File: config.mk
export PLATFORM = sky130hd
export DESIGN_NAME = lane_access_seq
export DESIGN_NICKNAME = d
export VERILOG_FILES = /design/src/rtl/lane_seq_pkg.sv /design/src/rtl/lane_cycle_plan.sv /design/src/rtl/lane_write_steer.sv /design/src/rtl/lane_read_merge.sv /design/src/rtl/lane_access_seq.sv
export SDC_FILE = /design/constraint.sdc
export NUM_CORES = 1
export LEC_CHECK = 0
export BUFFER_PORTS_ARGS = -buffer_cell sky130_fd_sc_hd__buf_4
export CAP_MARGIN = 20
export CORE_ASPECT_RATIO = 0.8
export CORE_MARGIN = 5
export CORE_UTILIZATION = 50
export DETAILED_ROUTE_END_ITERATION = 6
export PLACE_DENSITY = 0.78
export SYNTH_ARGS = -nofsm -noshare
export SYNTH_HDL_FRONTEND = slang
export SYNTH_HIERARCHICAL = 1
export SYNTH_SLANG_ARGS = --single-unit
File: constraint.sdc
create_clock -name clk -period 5.7 [get_ports clk]
set_input_delay 0.57 -clock clk [delete_from_list [all_inputs] [get_ports clk]]
set_output_delay 0.57 -clock clk [all_outputs]
set_load 0.005 [all_outputs]
File: src/rtl/lane_seq_pkg.sv
package lane_seq_pkg;

   typedef enum logic [1:0] {
      ST_IDLE   = 2'd0,
      ST_FIRST  = 2'd1,
      ST_SECOND = 2'd2
   } seq_state_t;

   // A word whose low byte sits on an odd address needs two byte cycles.
   function automatic logic needs_split(input logic is_word, input logic addr_lsb);
      return is_word & addr_lsb;
   endfunction

endpackage

File: src/rtl/lane_cycle_plan.sv
module lane_cycle_plan #(
   parameter int ADDR_W = 20,
   parameter int LANES  = 2
) (
   input  logic              active,
   input  logic [ADDR_W-1:0] base_addr,
   input  logic              full_word,
   input  logic              second,
   output logic [ADDR_W-1:0] cyc_addr,
   output logic [LANES-1:0]  lane_en
);

   localparam logic [ADDR_W-1:0] ONE = ADDR_W'(1);

   // Second half of a split word moves to the next byte, wrapping naturally.
   assign cyc_addr = second ? base_addr + ONE : base_addr;

   always_comb begin
      lane_en = '0;
      if (active) begin
         if (full_word) lane_en = '1;
         else           lane_en = LANES'(1) << cyc_addr[0];
      end
   end

endmodule

File: src/rtl/lane_write_steer.sv
module lane_write_steer #(
   parameter int DATA_W = 16
) (
   input  logic [DATA_W-1:0]   core_wdata,
   input  logic                full_word,
   input  logic                src_hi,
   input  logic [DATA_W/8-1:0] lane_en,
   output logic [DATA_W-1:0]   lane_wdata
);

   localparam int LANES = DATA_W / 8;

   logic [7:0] single_byte;
   assign single_byte = src_hi ? core_wdata[15:8] : core_wdata[7:0];

   for (genvar g = 0; g < LANES; g++) begin : g_lane
      assign lane_wdata[8*g +: 8] = full_word  ? core_wdata[8*g +: 8] :
                                    lane_en[g] ? single_byte : 8'h00;
   end

endmodule

File: src/rtl/lane_read_merge.sv
module lane_read_merge #(
   parameter int DATA_W = 16
) (
   input  logic                clk,
   input  logic                rst_n,
   input  logic                capture,
   input  logic                full_word,
   input  logic                split_first,
   input  logic                split_second,
   input  logic [DATA_W/8-1:0] lane_en,
   input  logic [DATA_W-1:0]   lane_rdata,
   output logic [DATA_W-1:0]   rdata
);

   localparam int LANES = DATA_W / 8;

   logic [7:0] picked;
   logic [7:0] lo_hold;

   always_comb begin
      picked = 8'h00;
      for (int i = 0; i < LANES; i++) begin
         if (lane_en[i]) picked = picked | lane_rdata[8*i +: 8];
      end
   end

   always_ff @(posedge clk or negedge rst_n) begin
      if (!rst_n) begin
         rdata   <= '0;
         lo_hold <= 8'h00;
      end else if (capture) begin
         if (full_word)         rdata   <= lane_rdata;
         else if (split_first)  lo_hold <= picked;
         else if (split_second) rdata   <= {picked, lo_hold};
         else                   rdata   <= DATA_W'(picked);
      end
   end

   // the result register only moves on a completing read cycle
   assert_rdata_hold_R9: assert property (@(posedge clk) disable iff (!rst_n)
      (!capture || split_first) |=> $stable(rdata));

endmodule

File: src/rtl/lane_access_seq.sv
module lane_access_seq
   import lane_seq_pkg::*;
#(
   parameter int ADDR_W = 20,
   parameter int DATA_W = 16
) (
   input  logic                clk,
   input  logic                rst_n,
   input  logic                req_valid,
   output logic                req_ready,
   input  logic                req_write,
   input  logic                req_word,
   input  logic [ADDR_W-1:0]   req_addr,
   input  logic [DATA_W-1:0]   req_wdata,
   output logic                done,
   output logic [DATA_W-1:0]   rdata,
   output logic                bus_cyc,
   output logic                bus_we,
   output logic [ADDR_W-1:0]   bus_addr,
   output logic [DATA_W/8-1:0] bus_lane_en,
   output logic [DATA_W-1:0]   bus_wdata,
   input  logic [DATA_W-1:0]   bus_rdata,
   input  logic                bus_ready
);

   localparam int LANES = DATA_W / 8;

   initial begin
      assert_data_width_cfg: assert (DATA_W == 16 && ADDR_W >= 2)
         else $error("lane_access_seq supports a 16-bit data bus only");
   end

   seq_state_t          state;
   logic [ADDR_W-1:0]   lat_addr;
   logic [DATA_W-1:0]   lat_wdata;
   logic                lat_word;
   logic                lat_we;
   logic                split;
   logic                full_word;
   logic                second;
   logic                beat_end;

   assign split     = needs_split(lat_word, lat_addr[0]);
   assign full_word = lat_word & ~lat_addr[0];
   assign second    = (state == ST_SECOND);
   assign bus_cyc   = (state != ST_IDLE);
   assign bus_we    = bus_cyc & lat_we;
   assign req_ready = (state == ST_IDLE);
   assign beat_end  = bus_cyc & bus_ready;

   always_ff @(posedge clk or negedge rst_n) begin
      if (!rst_n) begin
         state     <= ST_IDLE;
         lat_addr  <= '0;
         lat_wdata <= '0;
         lat_word  <= 1'b0;
         lat_we    <= 1'b0;
         done      <= 1'b0;
      end else begin
         done <= 1'b0;
         unique case (state)
            ST_IDLE: begin
               if (req_valid) begin
                  lat_addr  <= req_addr;
                  lat_wdata <= req_wdata;
                  lat_word  <= req_word;
                  lat_we    <= req_write;
                  state     <= ST_FIRST;
               end
            end
            ST_FIRST: begin
               if (bus_ready) begin
                  if (split) state <= ST_SECOND;
                  else begin
                     state <= ST_IDLE;
                     done  <= 1'b1;
                  end
               end
            end
            ST_SECOND: begin
               if (bus_ready) begin
                  state <= ST_IDLE;
                  done  <= 1'b1;
               end
            end
            default: state <= ST_IDLE;
         endcase
      end
   end

   lane_cycle_plan #(.ADDR_W(ADDR_W), .LANES(LANES)) plan_i (
      .active   (bus_cyc),
      .base_addr(lat_addr),
      .full_word(full_word),
      .second   (second),
      .cyc_addr (bus_addr),
      .lane_en  (bus_lane_en)
   );

   lane_write_steer #(.DATA_W(DATA_W)) steer_i (
      .core_wdata(lat_wdata),
      .full_word (full_word),
      .src_hi    (second),
      .lane_en   (bus_lane_en),
      .lane_wdata(bus_wdata)
   );

   lane_read_merge #(.DATA_W(DATA_W)) merge_i (
      .clk         (clk),
      .rst_n       (rst_n),
      .capture     (beat_end & ~lat_we),
      .full_word   (full_word),
      .split_first (split & (state == ST_FIRST)),
      .split_second(second),
      .lane_en     (bus_lane_en),
      .lane_rdata  (bus_rdata),
      .rdata       (rdata)
   );

   // an even-address cycle always enables the lower lane
   assert_even_lower_R2: assert property (@(posedge clk) disable iff (!rst_n)
      (bus_cyc && !bus_addr[0]) |-> bus_lane_en[0]);

   // an odd-address cycle enables the upper lane alone
   assert_odd_upper_R3: assert property (@(posedge clk) disable iff (!rst_n)
      (bus_cyc && bus_addr[0]) |-> (bus_lane_en == 2'b10));

   // an aligned word enables both lanes
   assert_word_both_R4: assert property (@(posedge clk) disable iff (!rst_n)
      (state == ST_FIRST && lat_word && !lat_addr[0]) |-> (bus_lane_en == 2'b11));

   // after a split first cycle, the next cycle sits at A+1 (modulo) on the lower lane
   assert_split_next_R5: assert property (@(posedge clk) disable iff (!rst_n)
      (state == ST_FIRST && split && bus_ready) |=>
         (bus_cyc && bus_addr == $past(bus_addr) + ADDR_W'(1) && bus_lane_en == 2'b01));

   // a cycle without ready keeps every bus output steady
   assert_hold_wait_R6: assert property (@(posedge clk) disable iff (!rst_n)
      (bus_cyc && !bus_ready) |=>
         (bus_cyc && $stable(bus_addr) && $stable(bus_lane_en) &&
          $stable(bus_we) && $stable(bus_wdata)));

   // completion lasts one clock
   assert_done_pulse_R7: assert property (@(posedge clk) disable iff (!rst_n)
      done |=> !done);

   // completion only follows a ready edge of an active cycle
   assert_done_cause_R7: assert property (@(posedge clk) disable iff (!rst_n)
      $rose(done) |-> $past(bus_cyc && bus_ready));

endmodule

After elaboration in Yosys (flattened, before gate mapping)
Index checks and enable logic that the tools add are counted.

Equality and inequality tests: 6. Reduce and logical (&&, ||, !) cells: 6. Bitwise operators: 10. Mux-type cells: 22. Add/sub/neg operators: 1. Shift operators: 1.

Operators by type and width (number): 8-bit two-way mux (7); 16-bit two-way mux (3); 20-bit by 1-bit adder with 20-bit output (second input constant) (1); 20-bit two-way mux (1); 2-bit two-way mux (6); 2-bit != test (second input constant) (4); 8-bit OR (1); 1-bit bitwise AND (6); 2-bit one-hot mux with 3 select lines (1); 3-bit AND reduction (2); 2-bit AND reduction (2); 1-bit two-way mux (3); 1-bit inverter (3); 2-bit by 1-bit == test with 1-bit output (second input constant) (1); 2-bit == test (second input constant) (1); 2-bit logical NOT (1); 1-bit one-hot mux with 2 select lines (1); 2-bit nonzero test (1); 1-bit by 1-bit << shifter with 2-bit output (first input constant) (1).

Output and inout port bits: 58. Logic and storage cells: 54. Input port bits: 58. Flip-flop bits (word level): 65.

Longest topological paths before layout
Gate-level depths: netlist (run 1).

Depth in word-level cells: 11. Depth in mapped cells: 10. Gate-level depth less buffers: 7.

By module
Netlist (run 1), hierarchy kept.

By module, submodules not included: lane_access_seq (times used 1, seq. area each 1026.0 µm², area an instance 1705.4 µm², cells an instance 104); lane_read_merge (times used 1, seq. area each 600.6 µm², area an instance 1291.2 µm², cells an instance 117); lane_cycle_plan (times used 1, seq. area each 0.0 µm², area an instance 450.4 µm², cells an instance 58); lane_write_steer (times used 1, seq. area each 0.0 µm², area an instance 261.5 µm², cells an instance 46).

Least setup slack after synthesis (run 1)
OpenSTA, ideal clock, no wires.

Path kind: register to output. Start: reg state[0]. End: out bus_wdata[0]. Arrival time: 2.343 ns. Required time: 5.130 ns. Cell stages (with the launch flop): 10. Buffers on the path: 2. Slack: 2.787 ns. Path through: dfrtp_1 inv_1 ha_1 buf_2 xor2_1 a21boi_0 nor2b_4 or2_1 buf_6 a22o_1.

Cells in the longest elaborated chain, start to end: 7. Elaborated cells between the ends (all ways): 9. Those cells by class: eq/ne: 1; shift: 1; mux: 6; reduce/logical: 1.

RTL lines: from (decl) (line lane_access_seq.sv:33) `seq_state_t state;`; from (signal assigned) (line lane_access_seq.sv:53) `state <= ST_IDLE;`; from (signal assigned) (line lane_access_seq.sv:68) `state <= ST_FIRST;`; from (signal assigned) (line lane_access_seq.sv:73) `if (split) state <= ST_SECOND;`; 2-bit == test (line lane_access_seq.sv:45) `assign second = (state == ST_SECOND);`; via second (line lane_access_seq.sv:40) `logic second;`; 20-bit two-way mux (line lane_cycle_plan.sv:16) `assign cyc_addr = second ? base_addr + ONE : base_addr;`; via bus_addr[0] (line lane_access_seq.sv:19) `output logic [ADDR_W-1:0] bus_addr,`; 1-bit by 1-bit << shifter with 2-bit output (line lane_cycle_plan.sv:22) `else lane_en = LANES'(1) << cyc_addr[0];`; 2-bit two-way mux (line lane_cycle_plan.sv:21) `if (full_word) lane_en = '1;`; 2-bit two-way mux (line lane_cycle_plan.sv:20) `if (active) begin`; via bus_lane_en[0] (line lane_access_seq.sv:20) `output logic [DATA_W/8-1:0] bus_lane_en,`; 8-bit two-way mux (line lane_write_steer.sv:18) `lane_en[g] ? single_byte : 8'h00;`; 8-bit two-way mux (line lane_write_steer.sv:17) `assign lane_wdata[8*g +: 8] = full_word ? core_wdata[8*g +: 8] :`; to (decl) (line lane_access_seq.sv:21) `output logic [DATA_W-1:0] bus_wdata,`.

The timed path passes the listed nets, and every way through them passes these cells.

Worst setup path after layout (run 1)
Start: reg state[0]. End: out bus_wdata[12].

Cells in the longest elaborated chain, start to end: 7. Elaborated cells between the ends (all ways): 9. Those cells by class: eq/ne: 1; shift: 1; mux: 6; reduce/logical: 1.

RTL lines (line): 2-bit == test (*) (lane_access_seq.sv:45); via second (lane_access_seq.sv:40); 20-bit two-way mux (lane_cycle_plan.sv:16); 1-bit by 1-bit << shifter with 2-bit output (lane_cycle_plan.sv:22); 2-bit two-way mux (lane_cycle_plan.sv:21); 2-bit two-way mux (lane_cycle_plan.sv:20); 8-bit two-way mux (*) (lane_write_steer.sv:18); 8-bit two-way mux (*) (lane_write_steer.sv:17).

The timed path passes the listed nets; every way through them passes the cells marked *.

==> results.py, run 1 <==
metrics = {
    "grt": {
        "grt_pass1_vias": 3005,
        "grt_overflow": 0,
        "grt_usage": 0.202,
        "grt_pass1_wl_um": 14800,
        "grt_max_degree": 66,
        "antenna_found_initial": 0,
    },
    "routing": {
        "routed_wl_um": 9000,
        "drc_errors": 0,
        "antenna_left": 0,
        "first_iter_violations": 114,
        "num_vias": 2859,
        "vias_per_cell": 5.36,
        "wl_per_cell_um": 16.9,
        "dr.pass1.iters": 4,
    },
    "flow_run": {
        "drv_cap": 0,
    },
    "die": {
        "placement_rows": 28,
        "fp.dieW_um": 106,
        "initial_core_util": 0.506,
        "die_y_um": 87.0,
        "die_area_mm2": 0.00925,
        "ios": 116,
        "core_area_mm2": 0.00732,
    },
    "critical_path": {
        "r2r-start": "state[0]",
        "cp_max_fo": 18,
        "required_ns": 5.13,
        "reg2reg_setup_slack_ns": 2.69,
        "crit_path_start_kind": "flip-flop",
        "rr_worst_depth": 8,
        "worstSetupPathType": "reg -> out",
        "cp.arrival_ns": 3.30,
        "cp-end-kind": "output pin",
        "rr_endpoint": "merge_i/rdata[4]",
    },
    "place": {
        "dp_hpwl_um": 6510,
        "place.gp.congestion": 0.849,
        "pre_cts_ws_ns": 1.98,
        "port_buffers": 115,
    },
    "clock_network": {
        "numCtsBuffers": 9,
        "cts_root_buf": "clkbuf_8",
        "htreeDepth": 3,
        "cts_buffer_depth": 2,
        "hold_buffers": 0,
        "worstSkewPairLatency_ns": 0.34,
        "cts_sinks": 65,
        "ctsResizeCount": 0,
        "clk_transition_reported_paths_ns": 0.07,
        "postCtsSetupBuffers": 0,
        "cts_tree": "done",
    },
    "power_and_ir_drop": {
        "ir_drop_mv": 0.287,
        "p_leak_nw": 2.35,
        "power_mw": 2.68,
        "p_per_area_mw_per_mm2": 562,
    },
    "yosys": {
        "syn_inst": 325,
        "syn_nets": 387,
        "synth_ff_type": "dfrtp_1",
        "synth-seq-cells": 65,
        "syn_area_per_cell_um2": 11.4,
        "synth_edf_count": 0,
        "synth_cell_types": 49,
        "yosysSeqAreaShare": 0.439,
        "mappedNetlistArea_mm2": 0.00371,
        "async_flop_share": 1.00,
        "synth_warnings": 6,
    },
    "min_path": {
        "hp-class": "in -> async",
    },
    "sta": {
        "final.min_clock_period_ns": 3.87,
        "worst_pin_slew_ns": 0.835,
        "hold_violations": 0,
        "setup_viol": 0,
        "slew_violations": 0,
        "skew_ns": 0.00627,
        "period_share": 0.679,
        "finalSetupTns_ns": 0,
        "max_freq_ghz": 0.258,
        "setup_slack_ns": 1.83,
        "relSlewSlack": 0.444,
        "rsz0062_at_grt": "false",
    },
    "outcome": {
        "outcome": "complete, no violations",
    },
    "cells_and_area": {
        "fin_util": 0.651,
        "layout.nets": 500,
        "antenna_cells": 0,
        "area_growth_pct": 28.5,
        "drive_gt1_frac": 0.442,
    },
}
## state kept, by name, summed over array words and instances (netlist names)
name / cells
merge_i/rdata: 16
lat_wdata: 16
lat_addr: 20
done: 1
merge_i/lo_hold: 8
lat_word: 1
state: 2
lat_we: 1
## layout make-up
| class | instances | area [um2] |
|---|---|---|
| clock buffer | 10 | 138 |
| tap | 90 | 113 |
| timing repair buffer | 118 | 898 |
| inverter | 24 | 90.1 |
| fill | 572 | 2560 |
| sequential | 65 | 1630 |
| clock inverter | 6 | 43.8 |
| multi-input combinational | 220 | 1860 |
## where the power goes
part	total, mW	internal (mW)	switching, mW
clock network	0.353	0.169	0.184
registers	0.896	0.684	0.212
logic	1.43	0.800	0.628
## cells in the final DEF, fill, tap and decap left out, types with 2 or more instances in the layout
master and n:
buf_4 117, dfrtp_1 65, nand2_1 37, mux2_4 27, inv_1 24, mux2_2 20, o21ai_1 20, xnor2_1 15
nand3_1 14, clkbuf_8 10, a222oi_1 8, mux2_1 8, a22oi_1 7, o21ai_0 6, nor2_1 5, nand4_1 5
a22o_1 5, ha_1 4, clkinvlp_4 4, xor2_1 4, a21oi_1 3, and2b_1 2, a32o_1 2, and4_1 2
and2_1 2, nor4_4 2
## cells by family after synthesis
| logic type | after synthesis | synth area share |
|---|---|---|
| flip-flops | 65 | 0.439 |
| XOR/XNOR | 19 | 0.0449 |
| AND/OR/NAND/NOR | 86 | 0.141 |
| AO/OA/AOI/OAI | 56 | 0.106 |
| buffers and inverters | 40 | 0.0617 |
| multiplexers | 55 | 0.194 |
| adder cells (fa/ha/maj) | 4 | 0.0135 |
## critical path, stage by stage, from the launching register on
cell and delay, ns:
dfrtp_1 0.40, inv_1 0.09, ha_1 0.68, xor2_1 0.29
o21a_1 0.62, and2_0 0.47, o21ai_0 0.16, nand2_1 0.11
buf_4 0.11
## how the worst max path moves through the flow
stage | from | depth (start not counted) | slack, ns | to
2_1_floorplan | state[0] | 9 | 2.79 | bus_wdata[0]
3_3_place_gp | state[0] | 8 | 2.15 | bus_wdata[0]
3_5_place_dp | state[0] | 8 | 1.98 | bus_wdata[0]
4_1_cts | state[0] | 8 | 1.51 | bus_wdata[0]
5_1_grt | state[0] | 8 | 1.58 | bus_wdata[13]
6_report | state[0] | 8 | 1.83 | bus_wdata[12]
## through the flow
step | hold slack (ns) | instance area (um2) | cells
6_report | 0.312 | 4760 | 533
5_1_grt | 0.394 | 4760 | 533
4_1_cts | 0.348 | 4740 | 531
3_5_place_dp | 0.477 | 4560 | 515
3_3_place_gp | 0.467 | 4560 | 515
2_1_floorplan | 0.274 | 3710 | 325
## cells in the mapped netlist (3+ instances only)
cell      count  area [um2]
inv_1        24        90.1
dfrtp_1      65        1630
o21ai_1      20         100
mux2_4       27         405
nand2_1      37         139
nand3_1      14        70.1
a22oi_1       7        52.6
o21ai_0       6        30.0
xnor2_1      15         131
a21oi_1       3        15.0
a22o_1        5        43.8
mux2_1        8        90.1
mux2_2       20         225
a222oi_1      8        80.1
ha_1          4        50.1
nor2_1        5        18.8
xor2_1        4        35.0
buf_2         6        30.0
buf_6         6        67.6
nand4_1       5        31.3
## per-layer routing
layer / wire length [um] / vias up / GRT usage
li1: - / 1372 / -
met1: 3890 / 1392 / 0.261
met2: 4390 / 88 / 0.325
met3: 642 / 7 / 0.0764
met4: 81 / 0 / 0.0494
met5: 0 / - / 0
No activity file was read; power rests on OpenSTA's default activity.
==> run 2: changes to the inputs <==
--- a/config.mk
+++ b/config.mk
@@ -9,9 +9,9 @@
 export CAP_MARGIN = 20
 export CORE_ASPECT_RATIO = 0.8
 export CORE_MARGIN = 5
-export CORE_UTILIZATION = 50
+export CORE_UTILIZATION = 47
 export DETAILED_ROUTE_END_ITERATION = 6
-export PLACE_DENSITY = 0.78
+export PLACE_DENSITY = 0.77
 export SYNTH_ARGS = -nofsm -noshare
 export SYNTH_HDL_FRONTEND = slang
 export SYNTH_HIERARCHICAL = 1
==> constraint.sdc (replaced) <==
create_clock -name clk -period 3.25 [get_ports clk]
set_input_delay 0.325 -clock clk [delete_from_list [all_inputs] [get_ports clk]]
set_output_delay 0.325 -clock clk [all_outputs]
set_load 0.005 [all_outputs]
==> run 2 against run 1 <==
Effect of this change:
- register-to-register slack got worse by 1.8 ns
- clock power rose by 110%
- clock-buffer cell count grew 2
- routed wire length stayed put
- critical endpoint is now bus_wdata[2]
- highest routed layer unchanged
==> results.py, run 2 (same netlist as run 1, synthesis figures left out) <==
metrics = {
    "sta": {
        "rsz0062_at_grt": "false",
        "worst_hold_slack_ns": 0.0748,
        "setup_slack_ns": 0.504,
        "max_freq_ghz": 0.364,
        "worst_pin_slew_ns": 0.812,
        "relSlewSlack": 0.458,
        "hold_violations": 0,
        "period_share": 0.845,
        "setup_viol": 0,
        "final.min_clock_period_ns": 2.75,
        "slew_violations": 0,
        "finalSetupTns_ns": 0,
        "skew_ns": 0.0104,
    },
    "clock_network": {
        "cts_root_buf": "clkbuf_8",
        "cts_tree": "done",
        "worstSkewPairLatency_ns": 0.33,
        "numCtsBuffers": 9,
        "ctsResizeCount": 0,
        "cts_sinks": 65,
        "htreeDepth": 3,
        "clk_transition_reported_paths_ns": 0.07,
        "postCtsSetupBuffers": 0,
        "cts_buffer_depth": 2,
        "hold_buffers": 0,
    },
    "grt": {
        "antenna_found_initial": 0,
        "grt_max_degree": 66,
        "grt_usage": 0.192,
        "grt_pass1_wl_um": 14500,
        "grt_overflow": 0,
        "grt_pass1_vias": 2951,
    },
    "die": {
        "placement_rows": 29,
        "die_y_um": 89.5,
        "core_area_mm2": 0.00780,
        "die_area_mm2": 0.00978,
        "ios": 116,
        "initial_core_util": 0.475,
        "fp.dieW_um": 109,
    },
    "cells_and_area": {
        "area_growth_pct": 30.3,
        "layout.nets": 502,
        "drive_gt1_frac": 0.439,
        "antenna_cells": 0,
        "top_regs": "lat_addr x20, lat_wdata x16, merge_i/rdata x16",
        "num-fill-cells": 654,
        "layout_commonest_cell": "buf_4",
        "largest-register": "lat_addr",
        "final_area_mm2": 0.00483,
        "largest_register_ffs": 20,
        "final_cell_mix": "119 x buf_4, 65 x dfrtp_1, 37 x nand2_1",
    },
    "place": {
        "port_buffers": 115,
        "place.gp.congestion": 0.857,
        "placed_cell_area_mm2": 0.00460,
        "pre_cts_ws_ns": 0.881,
        "dp_hpwl_um": 6600,
    },
    "min_path": {
        "hp-class": "in -> async",
    },
    "critical_path": {
        "crit_path_start_kind": "flip-flop",
        "worstSetupPathType": "reg -> out",
        "cp_max_fo": 14,
        "cp.arrival_ns": 2.42,
        "required_ns": 2.92,
        "cp-end-kind": "output pin",
    },
    "routing": {
        "routed_wl_um": 9000,
        "antenna_left": 0,
        "wl_per_cell_um": 16.3,
        "vias_per_cell": 5.23,
        "num_vias": 2885,
        "first_iter_violations": 165,
        "drc_errors": 0,
        "dr.pass1.iters": 5,
    },
    "flow_run": {
        "drv_cap": 0,
    },
    "outcome": {
        "outcome": "complete, no violations",
    },
    "power_and_ir_drop": {
        "p_per_area_mw_per_mm2": 999,
        "p_leak_nw": 2.38,
        "ir_drop_mv": 0.638,
        "power_mw": 4.83,
    },
}
==> run 2: cell types whose count changed in the layout (fill, tap and decap cells not counted), sizes merged <==
| cell | change |
|---|---|
| bufinv | +2 |
| clkinvlp | -4 |
| clkbuf | +2 |
| buf | +2 |
| clkinv | -1 |
==> run 2: path summary, 6_finish.rpt <==
path,start,to,slack (ns),cells past startpoint
worst max-delay path,state[0],bus_wdata[2],0.50,9
worst min-delay path,rst_n,lat_addr[15],0.07,1
worst max register to register,state[0],merge_i/rdata[1],0.94,8
worst min register to register,merge_i/lo_hold[3],merge_i/lo_hold[3],0.49,2
max in group asynchronous,rst_n,merge_i/lo_hold[3],2.63,1
min in group clk,req_wdata[8],lat_wdata[8],0.22,2
==> run 2: stage by stage <==
stage | util | cells
floorplan | - | 325
global placement | 0.590 | 536
detailed placement | 0.590 | 536
CTS | 0.617 | 551
global route | 0.619 | 552
finish | 0.619 | 552
==> run 2: where the power goes <==
| part | switching (mW) | internal [mW] |
|---|---|---|
| clock network | 0.291 | 0.448 |
| registers | 0.371 | 1.20 |
| logic | 1.10 | 1.42 |
==> run 2: final cells by class <==
| class | count | area, um2 | area share |
|---|---|---|---|
| tap | 108 | 135 | 0.0280 |
| clock buffer | 12 | 145 | 0.0300 |
| inverter | 24 | 90.1 | 0.0186 |
| clock inverter | 3 | 65.1 | 0.0135 |
| sequential | 65 | 1630 | 0.337 |
| multi-input combinational | 220 | 1860 | 0.384 |
| timing repair buffer | 120 | 913 | 0.189 |
==> run 2: critical path, stage by stage (launching register included) <==
cell	delay, ns
dfrtp_1	0.40
inv_1	0.10
ha_1	0.20
xor2_1	0.25
a21boi_1	0.10
buf_4	0.20
nor2b_4	0.14
or2_1	0.29
a22o_1	0.26
buf_4	0.13
==> run 2: layer usage <==
| layer | up-vias | track usage | share of wire |
|---|---|---|---|
| met3 | 14 | 0.0592 | 0.079 |
| met2 | 107 | 0.312 | 0.49 |
| met4 | 0 | 0.0713 | 0.016 |
| met1 | 1383 | 0.245 | 0.42 |
| met5 | - | 0 | 0 |
| li1 | 1381 | - | - |
==> run 3: changes to the inputs <==
==> constraint.sdc (replaced) <==
create_clock -name clk -period 2.2 [get_ports clk]
set_input_delay 0.22 -clock clk [delete_from_list [all_inputs] [get_ports clk]]
set_output_delay 0.22 -clock clk [all_outputs]
set_load 0.005 [all_outputs]
==> run 3 against run 2 <==
Effect of this change:
- the run now ends with negative hold slack, negative setup slack left
- clock power grew 20%
- setup slack lost 0.55 ns
- final cell count grew 3.3%
- largest power group unchanged
==> results.py, run 3 (same netlist as run 1, synthesis figures left out) <==
metrics = {
    "power_and_ir_drop": {
        "power_frac_comb": 0.571,
        "seq_power_share": 0.311,
        "p_leak_nw": 2.50,
        "p_per_area_mw_per_mm2": 1460,
        "p_sw_frac": 0.375,
        "p_clk_frac": 0.118,
        "power_mw": 7.50,
        "ir_drop_mv": 0.654,
        "p_int_mw": 4.68,
        "switching_power_mw": 2.81,
    },
    "clock_network": {
        "worstSkewPairLatency_ns": 0.34,
        "cts_buffer_depth": 2,
        "htreeDepth": 3,
        "clk_transition_reported_paths_ns": 0.08,
        "hold_buffers": 0,
        "numCtsBuffers": 9,
        "cts_tree": "done",
        "cts_sinks": 65,
        "cts_root_buf": "clkbuf_8",
    },
    "sta": {
        "worst_pin_slew_ns": 0.821,
        "finalSetupTns_ns": -0.205,
        "period_share": 1.02,
        "worst_hold_slack_ns": -0.0250,
        "rsz0062_at_grt": "true",
        "max_freq_ghz": 0.446,
        "final.min_clock_period_ns": 2.24,
        "slew_violations": 0,
        "setup_viol": 8,
        "setup_slack_ns": -0.0435,
        "skew_ns": 0.0150,
        "relSlewSlack": 0.453,
        "hold_violations": 20,
    },
    "place": {
        "place.gp.congestion": 0.811,
        "port_buffers": 115,
        "dp_cells": 544,
        "dp_hpwl_um": 6990,
    },
    "critical_path": {
        "cp_max_fo": 6,
        "crit_path_start": "state[1]",
        "worstSetupPathType": "reg -> out",
        "required_ns": 1.98,
        "r2r-start": "state[1]",
        "crit_path_start_kind": "flip-flop",
        "cp.arrival_ns": 2.02,
        "cp-end-kind": "output pin",
    },
    "cells_and_area": {
        "antenna_cells": 0,
        "layout_commonest_cell": "buf_4",
        "largest_register_ffs": 20,
        "largest-register": "lat_addr",
        "layout.nets": 519,
        "drive_gt1_frac": 0.530,
        "fin_util": 0.657,
        "top_regs": "lat_addr x20, lat_wdata x16, merge_i/rdata x16",
        "final_cell_mix": "124 x buf_4, 61 x dfrtp_1, 36 x nand2_1",
        "stdcell_count": 570,
        "area_growth_pct": 38.3,
    },
    "die": {
        "core_area_mm2": 0.00780,
        "fp.dieW_um": 109,
        "initial_core_util": 0.475,
        "ios": 116,
        "die_y_um": 89.5,
        "placement_rows": 29,
        "die_area_mm2": 0.00978,
    },
    "grt": {
        "antenna_found_initial": 0,
        "grt_pass1_wl_um": 14600,
        "grt_overflow": 0,
        "grt_pass1_vias": 2940,
        "grt_usage": 0.191,
        "grt_max_degree": 66,
    },
    "routing": {
        "drc_errors": 0,
        "dr.pass1.iters": 5,
        "first_iter_violations": 186,
        "routed_wl_um": 9550,
        "antenna_left": 0,
        "num_vias": 2968,
        "vias_per_cell": 5.21,
        "wl_per_cell_um": 16.8,
    },
    "flow_run": {
        "drv_cap": 0,
    },
    "outcome": {
        "failed_checks": "negative hold slack, negative setup slack",
        "outcome": "complete, but fails checks",
    },
    "min_path": {
        "hp-class": "in -> async",
    },
}
run 3: per-layer routing:
layer	share of wire	vias to the layer above	wire (um)	track usage
li1	-	1407	-	-
met1	0.42	1457	4050	0.251
met2	0.50	89	4770	0.310
met3	0.059	15	565	0.0513
met4	0.018	0	169	0.0612
met5	0	-	0	0
run 3: power groups by stage:
stage	Clock (mW)	Sequential, mW	Combinational (mW)
detailed placement	0	2.32	3.87
floorplan	0	2.20	2.41
global placement	0	2.29	3.79
finish	0.888	2.33	4.28
CTS	0.919	2.29	4.11
global route	0.973	2.41	4.64
run 3: final cells by class:
class                      instances  area, um2
fill                             585       2670
multi-input combinational        220       1980
sequential                        65       1630
timing repair buffer             137       1120
clock buffer                      11        141
tap                              108        135
inverter                          24       90.1
clock inverter                     5       31.3
run 3: worst max-delay path, stage by stage (launching register included):
cell	delay (ns)
dfrtp_2	0.44
inv_2	0.07
ha_1	0.18
inv_2	0.06
a21boi_2	0.17
nor2b_4	0.14
or2_4	0.26
a22o_1	0.24
buf_4	0.13
run 3: metrics by stage:
stage / setup slack, ns / cell area [um2]
2_1_floorplan: 0.0463 / 3730
3_3_place_gp: 0.134 / 4710
3_5_place_dp: 0.0575 / 4710
4_1_cts: -0.0540 / 5010
5_1_grt: -0.150 / 5130
6_report: -0.0435 / 5130
run 3: path summary, 6_finish.rpt:
path,to,slack (ns),cells after the start
worst min-delay path,merge_i/rdata[2],-0.02,1
worst min register to register,merge_i/lo_hold[4],0.50,2
max in group asynchronous,lat_addr[5],1.63,1
worst max register to register,merge_i/rdata[0],0.09,8
min in group clk,lat_wdata[6],0.11,2
worst max-delay path,bus_wdata[0],-0.04,8
run 3: repair_timing:
action                                 CTS  global route
gates resized for setup                 22            28
setup endpoints to repair               26            36
pin swaps                                5             9
endpoints found under the hold margin    0             0
buffers inserted                         9             1
